`config.mk`:
```
export PLATFORM = sky130hd
export DESIGN_NAME = dseg_xlate
export DESIGN_NICKNAME = d
export VERILOG_FILES = /design/src/rtl/dseg_pkg.sv /design/src/rtl/dseg_regs.sv /design/src/rtl/dseg_match.sv /design/src/rtl/dseg_route.sv /design/src/rtl/dseg_xlate.sv
export SDC_FILE = /design/constraint.sdc
export NUM_CORES = 1
export LEC_CHECK = 0
export ABC_AREA = 1
export CAP_MARGIN = 0
export CORE_ASPECT_RATIO = 1.25
export CORE_MARGIN = 5
export CORE_UTILIZATION = 40
export DETAILED_ROUTE_END_ITERATION = 8
export SYNTH_ARGS = -nofsm -noshare
export SYNTH_HDL_FRONTEND = slang
export SYNTH_SLANG_ARGS = --single-unit
```
`constraint.sdc`:
```
create_clock -name clk -period 2.8 [get_ports clk]
set_input_delay 0.56 -clock clk [delete_from_list [all_inputs] [get_ports clk]]
set_output_delay 0.56 -clock clk [all_outputs]
set_load 0.01 [all_outputs]
```
`src/rtl/dseg_pkg.sv`:
```
package dseg_pkg;

   typedef enum logic [1:0] {
      SEL_START  = 2'd0,
      SEL_END    = 2'd1,
      SEL_OFFSET = 2'd2,
      SEL_NONE   = 2'd3
   } dseg_sel_e;

   typedef enum logic [1:0] {
      ST_IDLE  = 2'd0,
      ST_ISSUE = 2'd1,
      ST_WAIT  = 2'd2
   } dseg_state_e;

endpackage

```
`src/rtl/dseg_regs.sv`:
```
module dseg_regs
   import dseg_pkg::*;
#(
   parameter int VA_W = 48,
   parameter int PA_W = 52
) (
   input  logic            clk,
   input  logic            rst_n,
   input  logic            cfg_we,
   input  logic [1:0]      cfg_sel,
   input  logic [PA_W-1:0] cfg_wdata,
   output logic [VA_W-1:0] seg_start,
   output logic [VA_W-1:0] seg_end,
   output logic [PA_W-1:0] seg_offset
);

   always_ff @(posedge clk) begin
      if (!rst_n) begin
         seg_start  <= '0;
         seg_end    <= '0;
         seg_offset <= '0;
      end else if (cfg_we) begin
         case (dseg_sel_e'(cfg_sel))
            SEL_START:  seg_start  <= cfg_wdata[VA_W-1:0];
            SEL_END:    seg_end    <= cfg_wdata[VA_W-1:0];
            SEL_OFFSET: seg_offset <= cfg_wdata;
            default: ;
         endcase
      end
   end

   // select value 3 leaves every register untouched
   a_r10_sel_none_inert: assert property (@(posedge clk) disable iff (!rst_n)
      (cfg_we && cfg_sel == 2'd3) |=> ($stable(seg_start) && $stable(seg_end) && $stable(seg_offset)));

endmodule

```
`src/rtl/dseg_match.sv`:
```
module dseg_match #(
   parameter int VA_W = 48,
   parameter int PA_W = 52
) (
   input  logic            clk,
   input  logic            rst_n,
   input  logic [VA_W-1:0] va,
   input  logic [VA_W-1:0] seg_start,
   input  logic [VA_W-1:0] seg_end,
   input  logic [PA_W-1:0] seg_offset,
   output logic            hit,
   output logic [PA_W-1:0] pa
);

   localparam int EXT_W = PA_W - VA_W;

   logic [PA_W-1:0] va_ext;
   logic            above_start;
   logic            below_end;

   generate
      if (EXT_W == 0) begin : g_same_width
         assign va_ext = va;
      end else begin : g_zero_ext
         assign va_ext = {{EXT_W{1'b0}}, va};
      end
   endgenerate

   assign above_start = (va >= seg_start);
   assign below_end   = (va < seg_end);
   assign hit         = above_start && below_end;
   assign pa          = va_ext + seg_offset;

   // an empty or inverted window never matches
   a_r5_empty_no_hit: assert property (@(posedge clk) disable iff (!rst_n)
      (seg_end <= seg_start) |-> !hit);

endmodule

```
`src/rtl/dseg_route.sv`:
```
module dseg_route
   import dseg_pkg::*;
#(
   parameter int VA_W = 48,
   parameter int PA_W = 52
) (
   input  logic            clk,
   input  logic            rst_n,
   input  logic            req_valid,
   output logic            req_ready,
   input  logic [VA_W-1:0] req_va,
   input  logic            seg_hit,
   input  logic [PA_W-1:0] seg_pa,
   output logic            rsp_valid,
   output logic [PA_W-1:0] rsp_pa,
   output logic            rsp_seg_hit,
   output logic            rsp_fault,
   output logic            tlb_req_valid,
   input  logic            tlb_req_ready,
   output logic [VA_W-1:0] tlb_req_va,
   input  logic            tlb_rsp_valid,
   input  logic [PA_W-1:0] tlb_rsp_pa,
   input  logic            tlb_rsp_fault
);

   dseg_state_e     state_q;
   logic [VA_W-1:0] miss_va_q;
   logic            req_fire;

   assign req_ready     = (state_q == ST_IDLE);
   assign req_fire      = req_valid && req_ready;
   assign tlb_req_valid = (state_q == ST_ISSUE);
   assign tlb_req_va    = miss_va_q;

   always_ff @(posedge clk) begin
      if (!rst_n) begin
         state_q     <= ST_IDLE;
         miss_va_q   <= '0;
         rsp_valid   <= 1'b0;
         rsp_pa      <= '0;
         rsp_seg_hit <= 1'b0;
         rsp_fault   <= 1'b0;
      end else begin
         rsp_valid <= 1'b0;
         case (state_q)
            ST_IDLE: begin
               if (req_fire) begin
                  if (seg_hit) begin
                     rsp_valid   <= 1'b1;
                     rsp_pa      <= seg_pa;
                     rsp_seg_hit <= 1'b1;
                     rsp_fault   <= 1'b0;
                  end else begin
                     miss_va_q <= req_va;
                     state_q   <= ST_ISSUE;
                  end
               end
            end
            ST_ISSUE: begin
               if (tlb_req_ready) state_q <= ST_WAIT;
            end
            ST_WAIT: begin
               if (tlb_rsp_valid) begin
                  rsp_valid   <= 1'b1;
                  rsp_pa      <= tlb_rsp_pa;
                  rsp_seg_hit <= 1'b0;
                  rsp_fault   <= tlb_rsp_fault;
                  state_q     <= ST_IDLE;
               end
            end
            default: state_q <= ST_IDLE;
         endcase
      end
   end

   // a hit answers on the next cycle from the segment
   a_r7_hit_next_cycle: assert property (@(posedge clk) disable iff (!rst_n)
      (req_fire && seg_hit) |=> (rsp_valid && rsp_seg_hit));

   // a hit never produces a TLB request
   a_r4_hit_no_tlb: assert property (@(posedge clk) disable iff (!rst_n)
      (req_fire && seg_hit) |=> !tlb_req_valid);

   // hit responses never carry a fault
   a_r9_hit_no_fault: assert property (@(posedge clk) disable iff (!rst_n)
      (rsp_valid && rsp_seg_hit) |-> !rsp_fault);

   // a pending TLB request holds its address until taken
   a_r3_tlb_req_hold: assert property (@(posedge clk) disable iff (!rst_n)
      (tlb_req_valid && !tlb_req_ready) |=> (tlb_req_valid && $stable(tlb_req_va)));

   // nothing new is accepted while a TLB request is pending
   a_r8_busy_blocks: assert property (@(posedge clk) disable iff (!rst_n)
      tlb_req_valid |-> !req_ready);

   // a TLB response becomes the translation response
   a_r3_tlb_forward: assert property (@(posedge clk) disable iff (!rst_n)
      (!req_ready && !tlb_req_valid && tlb_rsp_valid) |=> (rsp_valid && !rsp_seg_hit && req_ready));

endmodule

```
`src/rtl/dseg_xlate.sv`:
```
module dseg_xlate #(
   parameter int VA_W = 48,
   parameter int PA_W = 52
) (
   input  logic            clk,
   input  logic            rst_n,
   input  logic            cfg_we,
   input  logic [1:0]      cfg_sel,
   input  logic [PA_W-1:0] cfg_wdata,
   input  logic            req_valid,
   output logic            req_ready,
   input  logic [VA_W-1:0] req_va,
   output logic            rsp_valid,
   output logic [PA_W-1:0] rsp_pa,
   output logic            rsp_seg_hit,
   output logic            rsp_fault,
   output logic            tlb_req_valid,
   input  logic            tlb_req_ready,
   output logic [VA_W-1:0] tlb_req_va,
   input  logic            tlb_rsp_valid,
   input  logic [PA_W-1:0] tlb_rsp_pa,
   input  logic            tlb_rsp_fault
);

   generate
      if (VA_W < 2) begin : g_bad_va
         $error("dseg_xlate: VA_W must be at least 2");
      end
      if (PA_W < VA_W) begin : g_bad_pa
         $error("dseg_xlate: PA_W must not be narrower than VA_W");
      end
   endgenerate

   logic [VA_W-1:0] seg_start;
   logic [VA_W-1:0] seg_end;
   logic [PA_W-1:0] seg_offset;
   logic            seg_hit;
   logic [PA_W-1:0] seg_pa;

   dseg_regs #(.VA_W(VA_W), .PA_W(PA_W)) regs_i (
      .clk        (clk),
      .rst_n      (rst_n),
      .cfg_we     (cfg_we),
      .cfg_sel    (cfg_sel),
      .cfg_wdata  (cfg_wdata),
      .seg_start  (seg_start),
      .seg_end    (seg_end),
      .seg_offset (seg_offset)
   );

   dseg_match #(.VA_W(VA_W), .PA_W(PA_W)) match_i (
      .clk        (clk),
      .rst_n      (rst_n),
      .va         (req_va),
      .seg_start  (seg_start),
      .seg_end    (seg_end),
      .seg_offset (seg_offset),
      .hit        (seg_hit),
      .pa         (seg_pa)
   );

   dseg_route #(.VA_W(VA_W), .PA_W(PA_W)) route_i (
      .clk           (clk),
      .rst_n         (rst_n),
      .req_valid     (req_valid),
      .req_ready     (req_ready),
      .req_va        (req_va),
      .seg_hit       (seg_hit),
      .seg_pa        (seg_pa),
      .rsp_valid     (rsp_valid),
      .rsp_pa        (rsp_pa),
      .rsp_seg_hit   (rsp_seg_hit),
      .rsp_fault     (rsp_fault),
      .tlb_req_valid (tlb_req_valid),
      .tlb_req_ready (tlb_req_ready),
      .tlb_req_va    (tlb_req_va),
      .tlb_rsp_valid (tlb_rsp_valid),
      .tlb_rsp_pa    (tlb_rsp_pa),
      .tlb_rsp_fault (tlb_rsp_fault)
   );

endmodule

```
==> results_dict.tcl <==
set metrics [dict create \
    run_status "complete, no violations" \
    worst_slack_ns 0.06891 \
    cp_cell_sequence "clkdlybuf4s50_1 -> buf_4 -> ha_1 -> buf_4 -> nand2_1 -> nand2_1 -> a21oi_1 -> nand2_1 -> inv_1 -> nand2_1 -> nand2_1 -> nand4_1 -> nand3_1 -> nand2_1 -> nor2_1 -> nor2_1" \
    min_period_over_period_pct 97.54 \
    cpMostUsedCell "nand2_1" \
    setup_viol 0 \
    power.density_mw_per_mm2 524.5 \
    hold_depth 3 \
    ioPinCount 266 \
    start_util_pct 40.37 \
    area_growth_pct 38.05 \
    hold_violations 0 \
    grt_start_max_net_pins 97 \
    vias 18110 \
    postCtsSetupBuffers 0 \
    p_leak_nw 11.24 \
    syn_nets 2970 \
    drc 0 \
    clockRootBuffer "clkbuf_16" \
    rsz0062_at_grt "true" \
    grt_usage_pct 26.44 \
    cp.required_ns 3.24 \
    ys.flop_type "dfxtp_1" \
    dpl.hpwl_microns 49890 \
    rr_endpoint "route_i.rsp_pa[28]" \
    synth_seq_cells 253 \
    synth_cell_types 33 \
    startpoint_type "primary input" \
    hold_slack_ns 0.3177 \
    switching_power_mw 3.948 \
    pwr-share-clk_pct 32.2 \
    worstPathArrival_ns 3.17 \
    clk-insertion-delay-late_ns 0.55 \
    first_pass_iters 5 \
    seqPwrFrac_pct 34.2 \
    die_h_microns 237.5 \
    wl_per_cell_microns 16.91 \
    htree_levels 1 \
    slowest_delay_ns 0.54 \
    setup_tns_ns 0 \
    antenna_cells 0 \
    post_dp_cell_area_sq_mm 0.02170 \
    grt_pass1_wl_microns 95500 \
    first_global_vias 17490 \
    power_frac_comb_pct 33.6 \
    worstHoldStart "rst_n" \
    cts.reportedPaths.clkPinSlew_ns 0.06 \
    synth_top_area_share_pct 30.59 \
    yosys-top-cells-area "dfxtp_1 31%, nand2_1 17%, ha_1 11%" \
    vdd_drop_max_v 0.0004125 \
    r2r_slack_ns 0.28 \
    antenna_found_initial 0 \
    nets 3443 \
    hp-class "primary input to flop" \
    reg2reg_from "regs_i.seg_offset[0]" \
    hold_path_end "regs_i.seg_start[28]" \
    die_area_sq_mm 0.04559 \
    drive_gt1_share_pct 12.29 \
    clock_tree.buffer_depth 3 \
    ys_warn_count 0 \
    finalInstanceArea_sq_mm 0.02286 \
    fin_skew_ns 0.01119 \
    max_freq_mhz 366.2 \
    synth-seq-area-share_pct 30.59 \
    drv_slew 0 \
    drt_wl_total_microns 62750 \
    viasPerCell 4.880 \
    clock-sinks 253 \
    setup.worst_path.end_class "flop" \
    synthCells 2665 \
    overflow 0 \
    synth_area_sq_mm 0.01656 \
    async_reset_ff_share_pct 0 \
    portBuffers 265 \
    numCtsBuffers 27 \
    cts_tree "yes" \
    post-place-ws_ns -0.6549 \
    max_cap_violations 0 \
    drt_iter0_drc 943 \
    maxSlewHeadroom_pct 36.67 \
    power.total_mw 11.99 \
    yosysTopAreaCell "dfxtp_1" \
    ant_nets 0 \
    r2r_cells 17 \
    synth.avg_cell_area_sq_um 6.214 \
    die_w_microns 192.0 \
    p_int_mw 8.042 \
    tightest_slew_ns 0.9400 \
    swShare_pct 32.93 \
    synth_edf_count 0 \
    crit_slowest_cell "clkdlybuf4s50_1" \
    coreArea_sq_mm 0.04102 \
    fin_crit_ns 2.731 \
    path_class "primary input to flop" \
    critPathMaxFanout 3 \
    place.gp.congestion 0.9354 \
    std_cell_rows 83 \
]
==> per-stage QoR <==
step	util, %	std cells
5_1_grt	55.73	3710
3_5_place_dp	52.91	3658
3_3_place_gp	52.91	3658
6_report	55.73	3710
2_1_floorplan	-	2665
4_1_cts	55.22	3707
==> synthesized netlist by cell type (9+ instances only) <==
master and number:
nand2_2 13, dfxtp_1 253, a21oi_1 216, inv_1 417, o21ai_0 177, nand2_1 731
nor3_1 15, clkbuf_1 72, buf_1 9, buf_2 10, nor2_1 311, nand4_1 20
a21oi_2 10, nand3_1 204, ha_1 143
==> power groups by stage <==
stage          clock, mW  sequential, mW  combinational [mW]
3_5_place_dp           0            4.18                3.91
4_1_cts             3.94            4.11                3.94
6_report            3.86            4.11                4.03
2_1_floorplan          0            4.26                1.92
5_1_grt             4.09            4.14                4.44
3_3_place_gp           0            4.18                3.87
==> area by class of cell <==
cell class	count	area, sq um
well taps	552	690.7
flip-flops and latches	253	5065
multi-input cells	1895	9608
inverters	418	1569
repair buffers	543	4982
fillers	4097	18160
clock inverters	12	162.7
clock buffers	37	783.3
==> sequential cells by signal (all words and copies together), names as in the netlist <==
register	count
regs_i.seg_offset	52
route_i.rsp_pa	52
regs_i.seg_end	48
regs_i.seg_start	48
route_i.tlb_req_va	48
route_i.state_q	2
route_i.rsp_fault	1
route_i.rsp_seg_hit	1
route_i.rsp_valid	1
==> worst max-delay path: cells and delay by family <==
family / cells / cell delay, ns
adders and majority gates: 1 / 0.35
buffers and inverters: 4 / 1.00
AOI/OAI and AO/OA: 1 / 0.22
and+or+nand+nor: 10 / 1.03
==> layout by cell type (no fill, tap or decap), drive strengths merged, types with 15 or more instances in the layout <==
| cell | Yosys | final |
|---|---|---|
| a21oi | 226 | 226 |
| buf | 27 | 276 |
| clkbuf | 72 | 40 |
| clkdlybuf4s50 | 0 | 247 |
| dfxtp | 253 | 253 |
| dlymetal6s2s | 0 | 17 |
| ha | 143 | 143 |
| inv | 418 | 418 |
| nand2 | 745 | 745 |
| nand3 | 204 | 204 |
| nand4 | 21 | 21 |
| nor2 | 312 | 312 |
| nor3 | 15 | 15 |
| o21ai | 177 | 177 |
==> per-layer routing <==
metal / GRT usage [%] / wire length, microns
met1: 35.16 / 27870
met2: 45.33 / 29370
met3: 2.615 / 3249
met4: 8.020 / 2259
met5: 0 / 0
==> logic make-up after synthesis <==
logic type	after synthesis	synth area share, %
fa+ha+maj	144	10.93
xor+xnor	9	0.4760
flops	253	30.59
simple gates	1321	32.63
compound gates	421	13.22
buf+inv	517	12.16
==> worst max-delay path by stage <==
stage                    start                 end  slack [ns]
floorplan            req_va[0]  route_i.rsp_pa[28]        0.53
global placement     req_va[0]  route_i.rsp_pa[48]       -0.65
detailed placement   req_va[0]  route_i.rsp_pa[48]       -0.65
CTS                 req_va[35]  route_i.rsp_pa[25]        0.03
global route        req_va[42]  route_i.rsp_pa[25]       -0.02
finish              req_va[26]  route_i.rsp_pa[43]        0.07
==> what timing repair did <==
action,4_1_cts,5_1_grt
cloned,0,3
resized for setup,2,44
endpoints found under the setup margin,2,99
hold buffers,0,0
pin swaps,0,4
Power figures use the tool's default switching activity.
